--- src/rtl/mixhash_pkg.sv ---
// Shared definitions for the six-round mixing hash.
// Holds the word width, the round count and the fixed round table.
// Assumes 32-bit words; the round constants are defined at that width.
package mixhash_pkg;

    localparam int WORD_W     = 32;
    localparam int NUM_ROUNDS = 6;
    localparam int SHAMT_W    = $clog2(WORD_W);
    localparam int TAP_W      = WORD_W * NUM_ROUNDS;

    // Two-input merge used both for the constant term and the final join.
    typedef enum logic {
        MERGE_ADD = 1'b0,
        MERGE_XOR = 1'b1
    } merge_op_e;

    // Direction of the shifted term.
    typedef enum logic {
        DIR_LEFT  = 1'b0,
        DIR_RIGHT = 1'b1
    } shift_dir_e;

    // Everything one round needs.
    typedef struct packed {
        logic [WORD_W-1:0]  konst;
        merge_op_e          konst_op;
        merge_op_e          join_op;
        shift_dir_e         dir;
        logic [SHAMT_W-1:0] amount;
    } round_cfg_t;

    // Round table, indexed from zero in order of application.
    function automatic round_cfg_t round_cfg(input int idx);
        round_cfg_t c;
        case (idx)
            0:       c = '{32'h7ED5_5D16, MERGE_ADD, MERGE_ADD, DIR_LEFT,  5'd12};
            1:       c = '{32'hC761_C23C, MERGE_XOR, MERGE_XOR, DIR_RIGHT, 5'd19};
            2:       c = '{32'h1656_67B1, MERGE_ADD, MERGE_ADD, DIR_LEFT,  5'd5};
            3:       c = '{32'hD3A2_646C, MERGE_ADD, MERGE_XOR, DIR_LEFT,  5'd9};
            4:       c = '{32'hFD70_46C5, MERGE_ADD, MERGE_ADD, DIR_LEFT,  5'd3};
            default: c = '{32'hB55A_4F09, MERGE_XOR, MERGE_XOR, DIR_RIGHT, 5'd16};
        endcase
        return c;
    endfunction

    // Wrapping add or bitwise xor of two words.
    function automatic logic [WORD_W-1:0] merge(input merge_op_e op,
                                                input logic [WORD_W-1:0] a,
                                                input logic [WORD_W-1:0] b);
        return (op == MERGE_XOR) ? (a ^ b) : (a + b);
    endfunction

endpackage

--- src/rtl/mixhash_round_logic.sv ---
// Combinational datapath of one mixing round.
// Forms the constant term and the shifted term, both from the round's own
// input, and merges them with the round's join operator.
// Assumes ROUND_IDX selects a valid entry of the package round table.
module mixhash_round_logic
    import mixhash_pkg::*;
#(
    parameter int ROUND_IDX = 0
) (
    input  logic [WORD_W-1:0] word_in,
    output logic [WORD_W-1:0] word_out
);

    localparam round_cfg_t CFG = round_cfg(ROUND_IDX);

    logic [WORD_W-1:0] konst_term;
    logic [WORD_W-1:0] shift_term;

    // Constant term: input merged with the round constant.
    always_comb begin
        konst_term = merge(CFG.konst_op, word_in, CFG.konst);
    end

    // Shifted term: picked at elaboration by the round's direction.
    generate
        if (CFG.dir == DIR_RIGHT) begin : g_right
            always_comb shift_term = word_in >> CFG.amount;
        end else begin : g_left
            always_comb shift_term = word_in << CFG.amount;
        end
    endgenerate

    // Join of the two terms.
    always_comb begin
        word_out = merge(CFG.join_op, konst_term, shift_term);
    end

endmodule

--- src/rtl/mixhash_round_reg.sv ---
// Pipeline register closing one round.
// The flag follows the input flag every cycle; the data only loads when the
// incoming flag is set, and otherwise holds. Synchronous active-low reset.
module mixhash_round_reg
    import mixhash_pkg::*;
#(
    parameter int DATA_W = WORD_W
) (
    input  logic              clk,
    input  logic              rst_n,
    input  logic              valid_in,
    input  logic [DATA_W-1:0] data_in,
    output logic              valid_q,
    output logic [DATA_W-1:0] data_q
);

    // Flag register: cleared in reset, otherwise copies the incoming flag.
    always_ff @(posedge clk) begin
        if (!rst_n) valid_q <= 1'b0;
        else        valid_q <= valid_in;
    end

    // Data register: cleared in reset, loads only on a valid word.
    always_ff @(posedge clk) begin
        if (!rst_n)        data_q <= '0;
        else if (valid_in) data_q <= data_in;
    end

    // reset leaves the register empty and zeroed.
    a_r1_reset_clear: assert property (@(posedge clk)
        !rst_n |=> (!valid_q && data_q == '0));

    // a valid word becomes a valid stage entry one edge later.
    a_r2_flag_set: assert property (@(posedge clk) disable iff (!rst_n)
        valid_in |=> valid_q);

    // a bubble stays a bubble.
    a_r2_flag_clear: assert property (@(posedge clk) disable iff (!rst_n)
        !valid_in |=> !valid_q);

    // bubbles do not disturb the stored data.
    a_r7_hold: assert property (@(posedge clk) disable iff (!rst_n)
        !valid_in |=> $stable(data_q));

endmodule

--- src/rtl/mixhash6.sv ---
// Six-round pipelined 32-bit mixing hash.
// Chains one combinational round and one register per round, accepts a word
// every cycle, and presents its hash six edges later. The register of each
// round is exposed on the tap bus for comparison against a model.
// Assumes the round table in mixhash_pkg.
module mixhash6
    import mixhash_pkg::*;
(
    input  logic                  clk,
    input  logic                  rst_n,
    input  logic                  in_valid,
    input  logic [WORD_W-1:0]     in_word,
    output logic                  out_valid,
    output logic [WORD_W-1:0]     out_word,
    output logic [NUM_ROUNDS-1:0] tap_valid,
    output logic [TAP_W-1:0]      tap_word
);

    localparam int LAST = NUM_ROUNDS - 1;

    logic [NUM_ROUNDS-1:0] stage_v_in;
    logic [WORD_W-1:0]     stage_d_in [NUM_ROUNDS];
    logic [WORD_W-1:0]     stage_mix  [NUM_ROUNDS];
    logic [NUM_ROUNDS-1:0] stage_v_q;
    logic [WORD_W-1:0]     stage_d_q  [NUM_ROUNDS];

    generate
        for (genvar r = 0; r < NUM_ROUNDS; r++) begin : g_round
            // Feed of round r: the block input or the previous register.
            if (r == 0) begin : g_head
                always_comb begin
                    stage_v_in[r] = in_valid;
                    stage_d_in[r] = in_word;
                end
            end else begin : g_link
                always_comb begin
                    stage_v_in[r] = stage_v_q[r-1];
                    stage_d_in[r] = stage_d_q[r-1];
                end
            end

            mixhash_round_logic #(
                .ROUND_IDX (r)
            ) u_logic (
                .word_in  (stage_d_in[r]),
                .word_out (stage_mix[r])
            );

            mixhash_round_reg #(
                .DATA_W (WORD_W)
            ) u_reg (
                .clk      (clk),
                .rst_n    (rst_n),
                .valid_in (stage_v_in[r]),
                .data_in  (stage_mix[r]),
                .valid_q  (stage_v_q[r]),
                .data_q   (stage_d_q[r])
            );

            // Tap slice of round r.
            always_comb begin
                tap_word[r*WORD_W +: WORD_W] = stage_d_q[r];
            end

            if (r > 0) begin : g_chk
                // a valid tap entry moves one round further each edge.
                a_r5_chain: assert property (@(posedge clk) disable iff (!rst_n)
                    tap_valid[r-1] |=> tap_valid[r]);
            end
        end
    endgenerate

    // Block outputs from the last round and the flag vector.
    always_comb begin
        tap_valid = stage_v_q;
        out_valid = stage_v_q[LAST];
        out_word  = stage_d_q[LAST];
    end

endmodule

--- config.mk ---
export PLATFORM = sky130hd
export DESIGN_NAME = mixhash6
export DESIGN_NICKNAME = d
export VERILOG_FILES = /design/src/rtl/mixhash_pkg.sv /design/src/rtl/mixhash_round_logic.sv /design/src/rtl/mixhash_round_reg.sv /design/src/rtl/mixhash6.sv
export SDC_FILE = /design/constraint.sdc
export NUM_CORES = 1
export LEC_CHECK = 0
export BUFFER_PORTS_ARGS = -buffer_cell sky130_fd_sc_hd__buf_4
export CAP_MARGIN = 20
export CORE_ASPECT_RATIO = 0.6
export CORE_MARGIN = 10
export CORE_UTILIZATION = 26
export CTS_CLUSTER_DIAMETER = 80
export DETAILED_ROUTE_END_ITERATION = 7
export PLACE_DENSITY_LB_ADDON = 0.05
export SLEW_MARGIN = 25
export SYNTH_ARGS = -nofsm -noshare
export SYNTH_HDL_FRONTEND = slang
export SYNTH_SLANG_ARGS = --single-unit
--- constraint.sdc ---
create_clock -name clk -period 3.5 [get_ports clk]
set_input_delay 0.35 -clock clk [delete_from_list [all_inputs] [get_ports clk]]
set_output_delay 0.35 -clock clk [all_outputs]
set_load 0.1 [all_outputs]
* Word-level counts from Yosys, hierarchy flattened
Index checks and enable logic that the tools add are counted.
Word-level totals: flip-flop bits (word level) 198, bits of input ports 35
Cells by class: $add $sub $neg 7, bitwise operators 5
Operators by type and width (count):
- $add 32x32->32 | 3
- $add 32x32->32 const B | 2
- $add 32x29->32 const B | 1
- $add 32x31->32 const B | 1
- $xor 32x13->32 | 1
- $xor 32x16->32 | 1
- $xor 32x32->32 | 1
- $not 16->16 | 1
- $not 15->15 | 1

* Longest topological paths before layout
depth after elaboration 2, mapped depth 14, gate-level depth less buffers 13

* Modules after synthesis
Synthesis repeated with hierarchy kept, for this count alone.
Unflattened totals: cells, all modules 1795, area, all modules 16020.4 sq um
By module, submodules not included:
- mixhash_round_reg | times used 6, cells an instance 105, area an instance 1270.0 sq um, sequential area each 660.6 sq um
- mixhash_round_logic at g_round[4].u_logic | times used 1, cells an instance 339, area an instance 2392.3 sq um, sequential area each 0.0 sq um
- mixhash_round_logic at g_round[2].u_logic | times used 1, cells an instance 311, area an instance 2278.4 sq um, sequential area each 0.0 sq um
- mixhash_round_logic at g_round[0].u_logic | times used 1, cells an instance 260, area an instance 1845.5 sq um, sequential area each 0.0 sq um
- mixhash_round_logic at g_round[3].u_logic | times used 1, cells an instance 158, area an instance 1191.1 sq um, sequential area each 0.0 sq um
- mixhash6 | times used 1, cells an instance 33, area an instance 247.7 sq um, sequential area each 0.0 sq um
- mixhash_round_logic at g_round[5].u_logic | times used 1, cells an instance 32, area an instance 226.5 sq um, sequential area each 0.0 sq um
- mixhash_round_logic at g_round[1].u_logic | times used 1, cells an instance 32, area an instance 219.0 sq um, sequential area each 0.0 sq um

* Worst setup path before layout
No wires, ideal clock.
kind reg-to-reg, start register g_round[3].u_reg.data_q[7], end register g_round[4].u_reg.data_q[31], arrival 3.696 ns, data required time 3.369 ns, path slack -0.327 ns, stages on the path, launching flop included 14, cell sequence dfxtp_1 > inv_1 > ha_1 > inv_1 > ha_1 > inv_1 > o32ai_1 > o41ai_1 > a2111oi_1 > o211ai_1 > a2111oi_2 > o21ai_1 > xnor2_1 > a21oi_1
Between the ends: word-level cells in the longest chain between the ends 2
RTL lines:
- from (decl) | RTL line mixhash_round_reg.sv:14 | output logic [DATA_W-1:0] data_q
- from (signal assigned) | RTL line mixhash_round_reg.sv:26 | else if (valid_in) data_q <= data_in;
- $add 32x32->32 | RTL line mixhash_pkg.sv:50 | return (op == MERGE_XOR) ? (a ^ b) : (a + b);
- $add 32x32->32 * | RTL line mixhash_pkg.sv:50
- to (signal assigned) | RTL line mixhash_round_reg.sv:26
- to (decl) | RTL line mixhash_round_reg.sv:14
Mark *: on every way between the ends. The rest lies on a longest branch, timed or not. A chain may end at the register's enable or synchronous reset.

* Final worst setup path
start register g_round[3].u_reg.data_q[3], end register g_round[4].u_reg.data_q[29]
The elaborated chain is that of the path after synthesis.

==> results.cfg <==
[sta]
worstMarginPinSlew_ns = 0.756
fin_skew_ns = 0.0151
fin_ws_ns = 0.122
period_share_pct = 96.5
whs_ns = 0.100
setup_viol = 0
finalHoldViolCount = 0
relSlewSlack_pct = 49.1
period_minus_slack_ns = 3.38
maxSlewViolCount = 0
rsz0062_at_grt = true
fmax_mhz = 296

[cells_and_area]
nets = 2077
fin_cells = 2596
drive_gt1_share_pct = 24.0
area_growth_syn_to_layout_pct = 25.2
fillCellCount = 5596
insertedDiodeCount = 0

[critical_path]
start_kind = register
critPathKind = register to register
cp.arrival_ns = 3.76
r2r_cells = 16
worst-path-max-fanout = 3
cp-end-kind = register
critPathRequiredTime_ns = 3.89

[routing]
wirelength_um = 50700
routedWlPerCell_um = 19.5
viasPerCell = 4.64
drc = 0
vias = 12000
ant_nets = 0
drt_iter0_markers = 758
first_pass_iters = 5

[die]
die_h_um = 199
fp.dieW_um = 319
io_pins = 266
die_area_sq_um = 63500
core_area_sq_um = 52700
std_cell_rows = 65
start_util_pct = 26.4

[power]
peakVddDrop_uv = 410
power_density_nw_per_um2 = 425
leakagePower_nw = 8.06

[logic_synthesis]
syn_nets = 1851
synth_edf_count = 0
yosysSeqAreaShare_pct = 28.5
ys_seq_elements = 198
async_flop_share_pct = 0
netlist_area_sq_um = 13900
netlist_instances = 1654
synth_warnings = 0
avgSynthCellArea_sq_um = 8.41
synth_cell_types = 76
synth_ff_type = dfxtp_1

[clock_tree]
cts-root-buf = clkbuf_16
clockBufferDepth = 2
cts.sinks = 198
clkLatencyLatePin_ns = 0.48
cts_made_buffers = 17
hold_buffers = 0
clkSlewWorstSetupHoldPaths_ns = 0.08
cts_tree = yes
cts.htree.levels = 4

[grt]
globalRouteOverflowTotal = 0
grt_use_total_pct = 15.5
grt_pass1_vias = 11500
grt_antenna_before_repair = 1
grt_pass1_wl_um = 75200
grt_max_degree = 81

[placed_design]
dpl.hpwl_um = 40900
place.gp.congestion = 0.818
io_buffers = 265
pre_cts_slack_ns = -0.195
dp.cells = 2561

[worst_hold_path]
hold_depth = 2
hp-class = input port to register

[run]
max-cap-violations = 0

[run_status]
outcome = complete, no violations
final timing paths:
path	startpoint	endpoint	slack, ns
worst min register to register	g_round[0].u_reg.data_q[14]	g_round[1].u_reg.data_q[14]	0.50
worst max register to register	g_round[3].u_reg.data_q[3]	g_round[4].u_reg.data_q[29]	0.12
worst max-delay path	g_round[3].u_reg.data_q[3]	g_round[4].u_reg.data_q[29]	0.12
worst min-delay path	in_word[1]	g_round[0].u_reg.data_q[1]	0.10
metrics by stage:
step	instance area (sq um)	power [mW]	TNS, ns	util (%)
global route	17400	7.80	-0.188	33.1
detailed placement	16600	5.34	-0.661	31.5
finish	17400	7.40	0	33.1
global placement	16600	5.35	-0.580	31.5
CTS	17200	7.48	-0.0269	32.6
floorplan	13900	4.60	0	-
cell families (layout without fill, tap and decap cells):
logic type / after synthesis / count (layout) / synth area share, %
compound gates: 334 / 334 / 16.4
flops: 198 / 198 / 28.5
simple gates: 388 / 388 / 12.9
fa+ha+maj: 162 / 162 / 14.6
xor+xnor: 148 / 148 / 9.32
buf+inv: 323 / 562 / 11.0
mux: 101 / 101 / 7.28
placed cells by master (no fill, tap or decap), types with 38 or more instances in the layout:
cell type | Yosys | final
xor2_1 | 47 | 47
a21oi_1 | 78 | 77
xnor2_1 | 101 | 101
buf_4 | 73 | 344
nand2_1 | 57 | 57
dfxtp_1 | 198 | 168
mux2i_1 | 100 | 100
inv_1 | 184 | 178
a211oi_1 | 57 | 56
nor2_1 | 205 | 205
a21o_1 | 38 | 38
ha_1 | 161 | 151
layer usage:
layer	track usage [%]	vias to the layer above	part of all wire [%]
met5	0	-	0
met4	2.83	0	0.72
met3	3.26	17	4.3
met2	20.5	211	39
met1	24.6	5770	56
li1	-	6048	-
power breakdown:
group          switching [mW]  total [mW]  internal, mW
registers               0.231        2.60          2.37
clock network            1.04        2.09          1.05
logic                    1.85        2.71         0.860
total                    3.12        7.40          4.28
repair_timing:
action	4_1_cts	5_1_grt
pin swaps	4	14
gates resized for setup	5	33
setup endpoints to repair	6	13
setup buffers	0	3
cells in the mapped netlist (4+ instances only):
master	instances	share of area [%]
nor2_1	205	5.5
dfxtp_1	198	28
inv_1	184	5.0
ha_1	161	14
xnor2_1	101	6.4
mux2i_1	100	7.2
a21oi_1	78	2.8
buf_4	73	3.9
a211oi_1	57	3.1
nand2_1	57	1.5
clkbuf_1	52	1.4
xor2_1	47	3.0
a21o_1	38	2.1
o21ai_0	26	0.94
o21ai_1	25	0.90
nand3_1	24	0.86
nand3b_1	20	1.1
nand2b_1	16	0.72
o31ai_1	14	0.76
or3_1	13	0.58
o21a_1	11	0.59
o21bai_1	11	0.59
nand4_1	10	0.45
o211ai_1	10	0.54
a31oi_1	8	0.36
and2_1	8	0.36
buf_1	8	0.22
nor3_1	8	0.29
nor2b_1	7	0.31
a311oi_1	6	0.38
a221oi_1	5	0.31
and3_1	4	0.18
registers in the layout, indices dropped and copies added, names as in the netlist:
signal and count:
g_round.u_reg.data_q 192, g_round.u_reg.valid_q 6
cell type report:
class	instances	area, sq um	share of cell area, %
flip-flops and latches	198	4000	23.0
multi-input cells	1133	8650	49.7
clock inverters	12	114	0.654
inverters	185	702	4.03
clock buffers	20	467	2.68
repair buffers	345	2600	14.9
well taps	703	880	5.05
worst max-delay path, stage by stage, from the launching register on:
cell and delay, ns:
dfxtp_2 0.36, inv_2 0.05, ha_4 0.26, inv_2 0.04
ha_4 0.25, nand4_1 0.17, buf_4 0.19, o32ai_4 0.14
o41ai_4 0.13, a2111oi_2 0.41, buf_4 0.18, o211ai_1 0.21
a2111oi_2 0.40, buf_4 0.20, buf_4 0.10, nor3_1 0.03
o31ai_1 0.18
Note: power is estimated with default switching activity, not from simulation.
